### config.mk
export PLATFORM = sky130hd
export DESIGN_NAME = tgt_pulse_gen
export DESIGN_NICKNAME = d
export VERILOG_FILES = /design/src/rtl/tpg_pkg.sv /design/src/rtl/tpg_regs.sv /design/src/rtl/tpg_arm.sv /design/src/rtl/tpg_pin.sv /design/src/rtl/tgt_pulse_gen.sv
export SDC_FILE = /design/constraint.sdc
export NUM_CORES = 1
export LEC_CHECK = 0
export BUFFER_PORTS_ARGS = -buffer_cell sky130_fd_sc_hd__buf_2
export CAP_MARGIN = 20
export CORE_MARGIN = 2
export CORE_UTILIZATION = 45
export CTS_BUF_LIST = sky130_fd_sc_hd__clkbuf_8 sky130_fd_sc_hd__clkbuf_16
export DETAILED_ROUTE_END_ITERATION = 12
export GPL_TIMING_DRIVEN = 0
export HOLD_SLACK_MARGIN = 0.02
export PLACE_DENSITY = 0.59
export SLEW_MARGIN = 20
export SYNTH_ARGS = -nofsm -noshare
export SYNTH_HDL_FRONTEND = slang
export SYNTH_SLANG_ARGS = --single-unit
### constraint.sdc
create_clock -name clk -period 3.4 [get_ports clk]
set_clock_uncertainty 0.2 [all_clocks]
set_input_delay 0.68 -clock clk [delete_from_list [all_inputs] [get_ports clk]]
set_output_delay 0.68 -clock clk [all_outputs]
set_load 0.005 [all_outputs]
### src/rtl/tpg_pkg.sv
// Shared types and fixed register addresses for the target-time pulse generator.
package tpg_pkg;
    localparam int CTL_W     = 3;
    localparam int PAD_W     = 2;
    localparam int ADDR_CTL  = 0;
    localparam int ADDR_PAD  = 1;
    localparam int ADDR_TGT0 = 2;   // target words follow, then period words

    typedef struct packed {
        logic irq_on_edge;
        logic time_sync;
        logic enable;
    } tpg_ctl_t;

    typedef struct packed {
        logic route_ts;
        logic dir_out;
    } tpg_pad_t;
endpackage

### src/rtl/tpg_regs.sv
// Register file: control, pad configuration and period words, plus
// write strobes for the target words (the target itself lives in tpg_arm).
// Assumes TW is a multiple of DW. Target/period writes are locked while enabled.
module tpg_regs
    import tpg_pkg::*;
#(
    parameter int TW = 64,
    parameter int DW = 32,
    parameter int AW = 3
) (
    input  logic             clk,
    input  logic             rst_n,
    input  logic             wr_en,
    input  logic [AW-1:0]    wr_addr,
    input  logic [DW-1:0]    wr_data,
    output tpg_ctl_t         ctl,
    output tpg_pad_t         pad,
    output logic [TW-1:0]    period,
    output logic [TW/DW-1:0] tgt_we,
    output logic             run
);
    localparam int NW   = TW / DW;
    localparam int PER0 = ADDR_TGT0 + NW;

    // Control and pad registers.
    always_ff @(posedge clk) begin
        if (!rst_n) begin
            ctl <= '0;
            pad <= '0;
        end else if (wr_en) begin
            if (wr_addr == AW'(ADDR_CTL)) ctl <= tpg_ctl_t'(wr_data[CTL_W-1:0]);
            if (wr_addr == AW'(ADDR_PAD)) pad <= tpg_pad_t'(wr_data[PAD_W-1:0]);
        end
    end

    // Period words, writable only while the enable bit is clear.
    always_ff @(posedge clk) begin
        if (!rst_n) begin
            period <= '0;
        end else if (wr_en && !ctl.enable) begin
            for (int w = 0; w < NW; w++)
                if (wr_addr == AW'(PER0 + w)) period[w*DW +: DW] <= wr_data;
        end
    end

    // Target-word write strobes, with the same enable lock.
    always_comb begin
        for (int w = 0; w < NW; w++)
            tgt_we[w] = wr_en && !ctl.enable && (wr_addr == AW'(ADDR_TGT0 + w));
    end

    // Running only when fully configured.
    assign run = ctl.enable && ctl.time_sync && pad.dir_out && pad.route_ts;

    AST_PERIOD_LOCKED: assert property (@(posedge clk) disable iff (!rst_n)
        ctl.enable |=> $stable(period));
endmodule

### src/rtl/tpg_arm.sv
// Target register with compare and automatic re-arm.
// Assumes fire and a target word write never coincide (writes are locked when enabled).
module tpg_arm #(
    parameter int TW = 64,
    parameter int DW = 32
) (
    input  logic             clk,
    input  logic             rst_n,
    input  logic             run,
    input  logic [TW-1:0]    sys_time,
    input  logic [TW-1:0]    period,
    input  logic [TW/DW-1:0] tgt_we,
    input  logic [DW-1:0]    tgt_wdata,
    output logic             fire
);
    localparam int NW = TW / DW;

    logic [TW-1:0] target;

    // Unsigned reach test, once per clock.
    assign fire = run && (sys_time >= target);

    // Advance by one period on a hit, otherwise accept word writes.
    always_ff @(posedge clk) begin
        if (!rst_n) begin
            target <= '0;
        end else if (fire) begin
            target <= target + period;
        end else begin
            for (int w = 0; w < NW; w++)
                if (tgt_we[w]) target[w*DW +: DW] <= tgt_wdata;
        end
    end

    AST_TGT_STEP: assert property (@(posedge clk) disable iff (!rst_n)
        fire |=> ((target - $past(target)) == $past(period)));

    AST_TGT_HOLD: assert property (@(posedge clk) disable iff (!rst_n)
        (!fire && (tgt_we == '0)) |=> $stable(target));
endmodule

### src/rtl/tpg_pin.sv
// Output level and edge interrupt. The pin is forced low whenever not running.
module tpg_pin (
    input  logic clk,
    input  logic rst_n,
    input  logic run,
    input  logic fire,
    input  logic irq_en,
    output logic pin_q,
    output logic irq_q
);
    // Toggle on each hit, clear when idle, flag the change.
    always_ff @(posedge clk) begin
        if (!rst_n) begin
            pin_q <= 1'b0;
            irq_q <= 1'b0;
        end else begin
            irq_q <= fire && irq_en;
            if (!run)       pin_q <= 1'b0;
            else if (fire)  pin_q <= ~pin_q;
        end
    end

    AST_IRQ_ON_EDGE: assert property (@(posedge clk) disable iff (!rst_n)
        irq_q |-> (pin_q != $past(pin_q)));

    AST_LOW_WHEN_IDLE: assert property (@(posedge clk) disable iff (!rst_n)
        !run |=> (!pin_q && !irq_q));
endmodule

### src/rtl/tgt_pulse_gen.sv
// Top: target-time periodic clock output. Compares absolute scaled time
// against a programmed target, toggles the pin and re-arms by a period.
// Assumes sys_time is synchronous to clk.
module tgt_pulse_gen
    import tpg_pkg::*;
#(
    parameter int TW = 64,
    parameter int DW = 32,
    parameter int AW = 3
) (
    input  logic          clk,
    input  logic          rst_n,
    input  logic [TW-1:0] sys_time,
    input  logic          wr_en,
    input  logic [AW-1:0] wr_addr,
    input  logic [DW-1:0] wr_data,
    output logic          pin_out,
    output logic          pin_oe,
    output logic          irq_pulse
);
    localparam int NW = TW / DW;

    tpg_ctl_t      ctl;
    tpg_pad_t      pad;
    logic [TW-1:0] period;
    logic [NW-1:0] tgt_we;
    logic          run;
    logic          fire;

    tpg_regs #(.TW(TW), .DW(DW), .AW(AW)) u_regs (
        .clk(clk), .rst_n(rst_n), .wr_en(wr_en), .wr_addr(wr_addr),
        .wr_data(wr_data), .ctl(ctl), .pad(pad), .period(period),
        .tgt_we(tgt_we), .run(run)
    );

    tpg_arm #(.TW(TW), .DW(DW)) u_arm (
        .clk(clk), .rst_n(rst_n), .run(run), .sys_time(sys_time),
        .period(period), .tgt_we(tgt_we), .tgt_wdata(wr_data), .fire(fire)
    );

    tpg_pin u_pin (
        .clk(clk), .rst_n(rst_n), .run(run), .fire(fire),
        .irq_en(ctl.irq_on_edge), .pin_q(pin_out), .irq_q(irq_pulse)
    );

    // Pad driver enable follows the direction bit.
    assign pin_oe = pad.dir_out;
endmodule

* Yosys cells after proc, flatten, opt, wreduce, memory -nomap -nowiden *
Cells that the tools add are included.

word-level totals
  input bits = 102
  flip-flop bits (word level) = 135
  memories kept = 0
  ROM bits = 0
  RAM bits = 0
  output and inout port bits = 3
  bits in latches = 0

operators by class
  magnitude comparators = 1
  divide/modulo/power cells = 0
  shift operators = 0
  $add $sub $neg = 1
  reduce and logical (&&, ||, !) cells = 17
  bitwise logic cells = 1
  eq/ne operators = 5
  multipliers = 0
  mux-type cells = 3

operators by type and width
  cell                  number
  $add A64 B64 Y64      1
  $ge A64 B64 Y1        1
  $mux W32              2
  $mux W64              1
  $reduce_and A2 Y1     5
  $logic_and A1 B1 Y1   8
  $eq A3 B2 Y1 const B  2
  $eq A3 B3 Y1 const B  2
  $reduce_bool A2 Y1    2
  $eq A3 B1 Y1 const B  1
  $logic_not A3 Y1      1
  $logic_not A1 Y1      1
  $not A1 Y1            1

* Longest topological paths before layout *
  depth after elaboration = 5
  gate-level depth with buffers = 13
  gate-level depth less buffers = 12

* By module *
A second synthesis with hierarchy kept.

unflattened totals
  cell total of the unflattened synthesis = 1358
  area, all modules = 10732.8 µm²

modules (own cells, without submodules)
  module    cells an instance  area each (µm²)  sequential area each (µm²)  times used
  tpg_arm   1080               8034.0           1281.2                      1
  tpg_regs  273                2636.3           1381.3                      1
  tpg_pin   5                  62.6             40.0                        1

* Worst setup path before layout *
No wires, ideal clock.

  path type = input to register
  from = in sys_time[13]
  to = reg u_arm.target[18]
  cell stages on the path = 11
  data required time = 3.078 ns
  arrival = 2.798 ns
  path slack = 0.281 ns
  path buffers = 2
  cell sequence = ha_1 -> a21o_1 -> a211o_1 -> a211oi_1 -> o221ai_1 -> a211o_1 -> a21oi_1 -> buf_2 -> buf_2 -> o211ai_1 -> o311a_1

between the ends
  word-level cells in the longest chain between the ends = 3
  elaborated cells on any way between the ends = 4
  classes of those cells = order compare: 1; mux: 1; reduce/logical: 2

ends and longest elaborated chain
  what                                            RTL line             source
  from (decl)                                     tgt_pulse_gen.sv:13  input logic [TW-1:0] sys_time,
  $ge A64 B64 Y1 (*)                              tpg_arm.sv:21        assign fire = run && (sys_time >= target);
  $logic_and A1 B1 Y1 (*)                         tpg_arm.sv:21
  $mux W64 or $reduce_bool A2 Y1 (tied branches)  --
  to (signal assigned)                            tpg_arm.sv:28        target <= target + period;
  to (signal, indexed assignment)                 tpg_arm.sv:31        if (tgt_we[w]) target[w*DW +: DW] <= tgt_wdata;
  to (decl)                                       tpg_arm.sv:18        logic [TW-1:0] target;

Mark *: on every way between the ends. The rest lies on a longest branch, timed or not.
A chain may end at the register's enable or synchronous reset.

* Worst setup path in the final report *
  from = reg u_arm.target[0]
  to = reg u_arm.target[50]

between the ends
  word-level cells in the longest chain between the ends = 3
  elaborated cells on any way between the ends = 5
  classes of those cells = add/sub: 1; order compare: 1; mux: 1; reduce/logical: 2

ends and longest elaborated chain
  what                                            RTL line
  $ge A64 B64 Y1                                  tpg_arm.sv:21
  $logic_and A1 B1 Y1                             tpg_arm.sv:21
  $mux W64 or $reduce_bool A2 Y1 (tied branches)  --

Several ways; a longest one is shown, not always the timed one.

==> run summary <==
Status - completed
Chip width - 161 µm
Gr ovfl total - 0
Hold WC Path Type - flip-flop to flip-flop
CP max-delay cell - o31a_1
Critical path peak fanout - 5
GR Util met2 - 47.9%
First-pass GRT wire length - 61,200 µm
Pwr Total - 4380 µW
WL per Instance - 21.2 µm
Global-route usage over all layers - 30.9%
DP Area - 12,000 µm²
Fmax achieved - 0.295 GHz
Clk buf depth - 2
Worst path top cell family by delay - compound AO/OA/AOI/OAI gates
Main flop type after synthesis - dfxtp_1
Most utilized layer in the global route result - met2
Multi-input logic area - 7920 µm²
1st-iter DRT viols - 944
GR Util met1 - 42.3%
CP endpoint kind - flip-flop
Initial antenna violation count - 0
Largest net degree at the start of global routing - 17
Clk_lat worst skew - 0.44 ns
Share of layout cells above drive strength 1 - 16.3%
Ys async rst share - 0%
TritonCTS Buffers - 17
Routed Antenna Nets - 0
Req. time, crit path - 3.54 ns
Initial Utilization - 45.6%
Area Overhead vs Synth - 19.1%
Power per cell area - 332 nW/µm²
Met3 Resource Use GR - 6.92%
RD Place Congestion - 0.971
Final Max Tran Viols - 0
Final setup margin - 0.0140 ns
Core area - 24,200 µm²
Endpoints failing hold - 0
Rel. slew slack - 21.3%
Die Height - 161 µm
Row count - 57
Max Cap Violations - 0
CP max stage delay - 0.38 ns
Detailed-route via count - 11,418
Setup Viol. Count Final - 0
Root Buffer - clkbuf_16
Number of synthesized register bits - 135
RSZ-0062 raised after global routing - yes
Most common cell in the netlist - nand2_1
Top cells by count, synth - 214 x nand2_1, 168 x a21oi_1, 135 x dfxtp_1
Fin crit share - 99.6%
Vias in the first global route - 10,662
Final HPWL DP - 31,000 µm
Filler instances - 2,390
Final Cell Area - 13,200 µm²
Port bufs - 104
FF/Latch Area - 2720 µm²
Yosys top cell by area - dfxtp_1
Synth unique cells - 81
DRC viols - 0
CTS tree - yes
Synthesis Warnings - 0
Clock sinks - 135
Syn Std Cell Area - 11,100 µm²
Layout Nets - 1,797
DR vias/cell - 5.99
Nature of the critical path startpoint - flip-flop
Min Hold Slack - 0.263 ns
Gate Count Post-Synth - 1,428
Slew @ Worst Pin - 1.18 ns
H-tree levels - 4
Worst setup path class - flip-flop to flip-flop
Static Leak - 0.00577 µW
Worst vdd ir - 0.000319 V
Post-CTS Hold Buffers - 0
Top-area cell type share of the netlist area - 24.4%
Syn Nets - 1,658
Wirelength, routed - 40,500 µm
Mapped Avg Cell Area - 7.75 µm²
Drt pass-1 iters - 5
Worst Path Arrival - 3.53 ns
Sequential area share after synthesis - 24.4%
Buffers & Inverters on Critical Path - 1
Crit path cell chain - ha_2 -> inv_1 -> fa_2 -> nor2b_2 -> o2111ai_2 -> a21oi_2 -> nor4_1 -> o21ai_2 -> a21oi_4 -> o31a_1 -> o311a_1 -> a211oi_1
Top Ports - 105
Clock-pin transition on the worst setup and hold timing paths - 0.07 ns
DP Worst Slack - -1.62 ns
EDFF count, synth - 0
Area contributors post-synth - dfxtp_1 24%, ha_1 14%, a21oi_1 7.6%
Final min period - 3.39 ns
DIE AREA - 25,900 µm²
[metal layers]
layer	share of wire (%)	vias to the layer above
met3	7.9	84
met1	45	5412
met4	3.7	0
met5	0	-
li1	-	5450
met2	43	472
[logic make-up (layout without fill, tap and decap cells)]
kind of cell,Yosys count,in the layout,share of synthesized area (%)
XOR/XNOR,45,45,3.56
flip-flops,135,135,24.4
multiplexers,60,60,5.51
AND/OR/NAND/NOR,440,440,18.8
buffers and inverters,177,329,6.30
AO/OA/AOI/OAI,443,443,26.9
other,0,2,0
adder cells (fa/ha/maj),128,128,14.5
[sequential cells by signal (all words and copies together), names as in the netlist]
register,flops
u_pin.pin_q,1
u_regs.period,64
u_regs.pad,2
u_arm.target,64
u_regs.ctl,3
u_pin.irq_q,1
[stage by stage]
step / cells / utilization (%) / setup TNS, ns
after floorplan: 1428 / - / 0
after global placement: 1856 / 49.4 / -69.77
after detailed placement: 1856 / 49.4 / -68.60
after CTS: 1892 / 52.9 / -0.0526
after global routing: 1904 / 54.3 / -0.0434
final: 1906 / 54.3 / 0
[where the power goes]
part	switching, µW	internal (µW)
Clock	841	1350
Sequential	25.8	1620
Combinational	335	210
Total	1200	3170
[worst paths after layout]
path / from / to / slack, ns / depth (start not counted)
worst max register to register: u_arm.target[0]$_SDFFE_PN0P_ / u_arm.target[50]$_SDFFE_PN0P_ / 0.01 / 12
worst max-delay path: u_arm.target[0]$_SDFFE_PN0P_ / u_arm.target[50]$_SDFFE_PN0P_ / 0.01 / 12
worst min-delay path: u_regs.period[17]$_SDFFE_PN0P_ / u_regs.period[17]$_SDFFE_PN0P_ / 0.26 / 2
worst min register to register: u_regs.period[17]$_SDFFE_PN0P_ / u_regs.period[17]$_SDFFE_PN0P_ / 0.26 / 2
[tightest hold or removal path, delay by kind of cell (launching register included)]
family	cells	cell delay, ns
flip-flops	1	0.31
AO/OA/AOI/OAI	1	0.05
AND/OR/NAND/NOR	1	0.05
[cells in the final DEF (no fill, tap or decap), drive strengths merged, types with 13 or more instances in the layout]
| master | n |
|---|---|
| o211a | 15 |
| mux2i | 53 |
| ha | 127 |
| o21bai | 15 |
| buf | 147 |
| a21oi | 171 |
| and3 | 15 |
| a21o | 54 |
| inv | 97 |
| nand4 | 35 |
| xor2 | 13 |
| nand3 | 18 |
| clkbuf | 77 |
| a211oi | 42 |
| dfxtp | 135 |
| nor2 | 82 |
| xnor2 | 32 |
| nor3 | 13 |
| nand2 | 214 |
| o21ai | 53 |
[layout make-up]
type	instances	area share, %
antenna	2	0.0380
buffer	84	3.28
clock buffer	18	3.33
clock inverter	14	1.79
inverter	91	2.59
multi-input combinational	1116	60.1
sequential	135	20.6
tap	324	3.08
timing repair buffer	122	5.13
[repair_timing]
item / in CTS / in global routing
setup buffers: 4 / 14
endpoints found under the hold margin: 0 / 0
pin swaps: 7 / 18
endpoints found under the setup margin: 66 / 64
gates resized for setup: 34 / 56
Note: power is estimated with default switching activity, not from simulation.
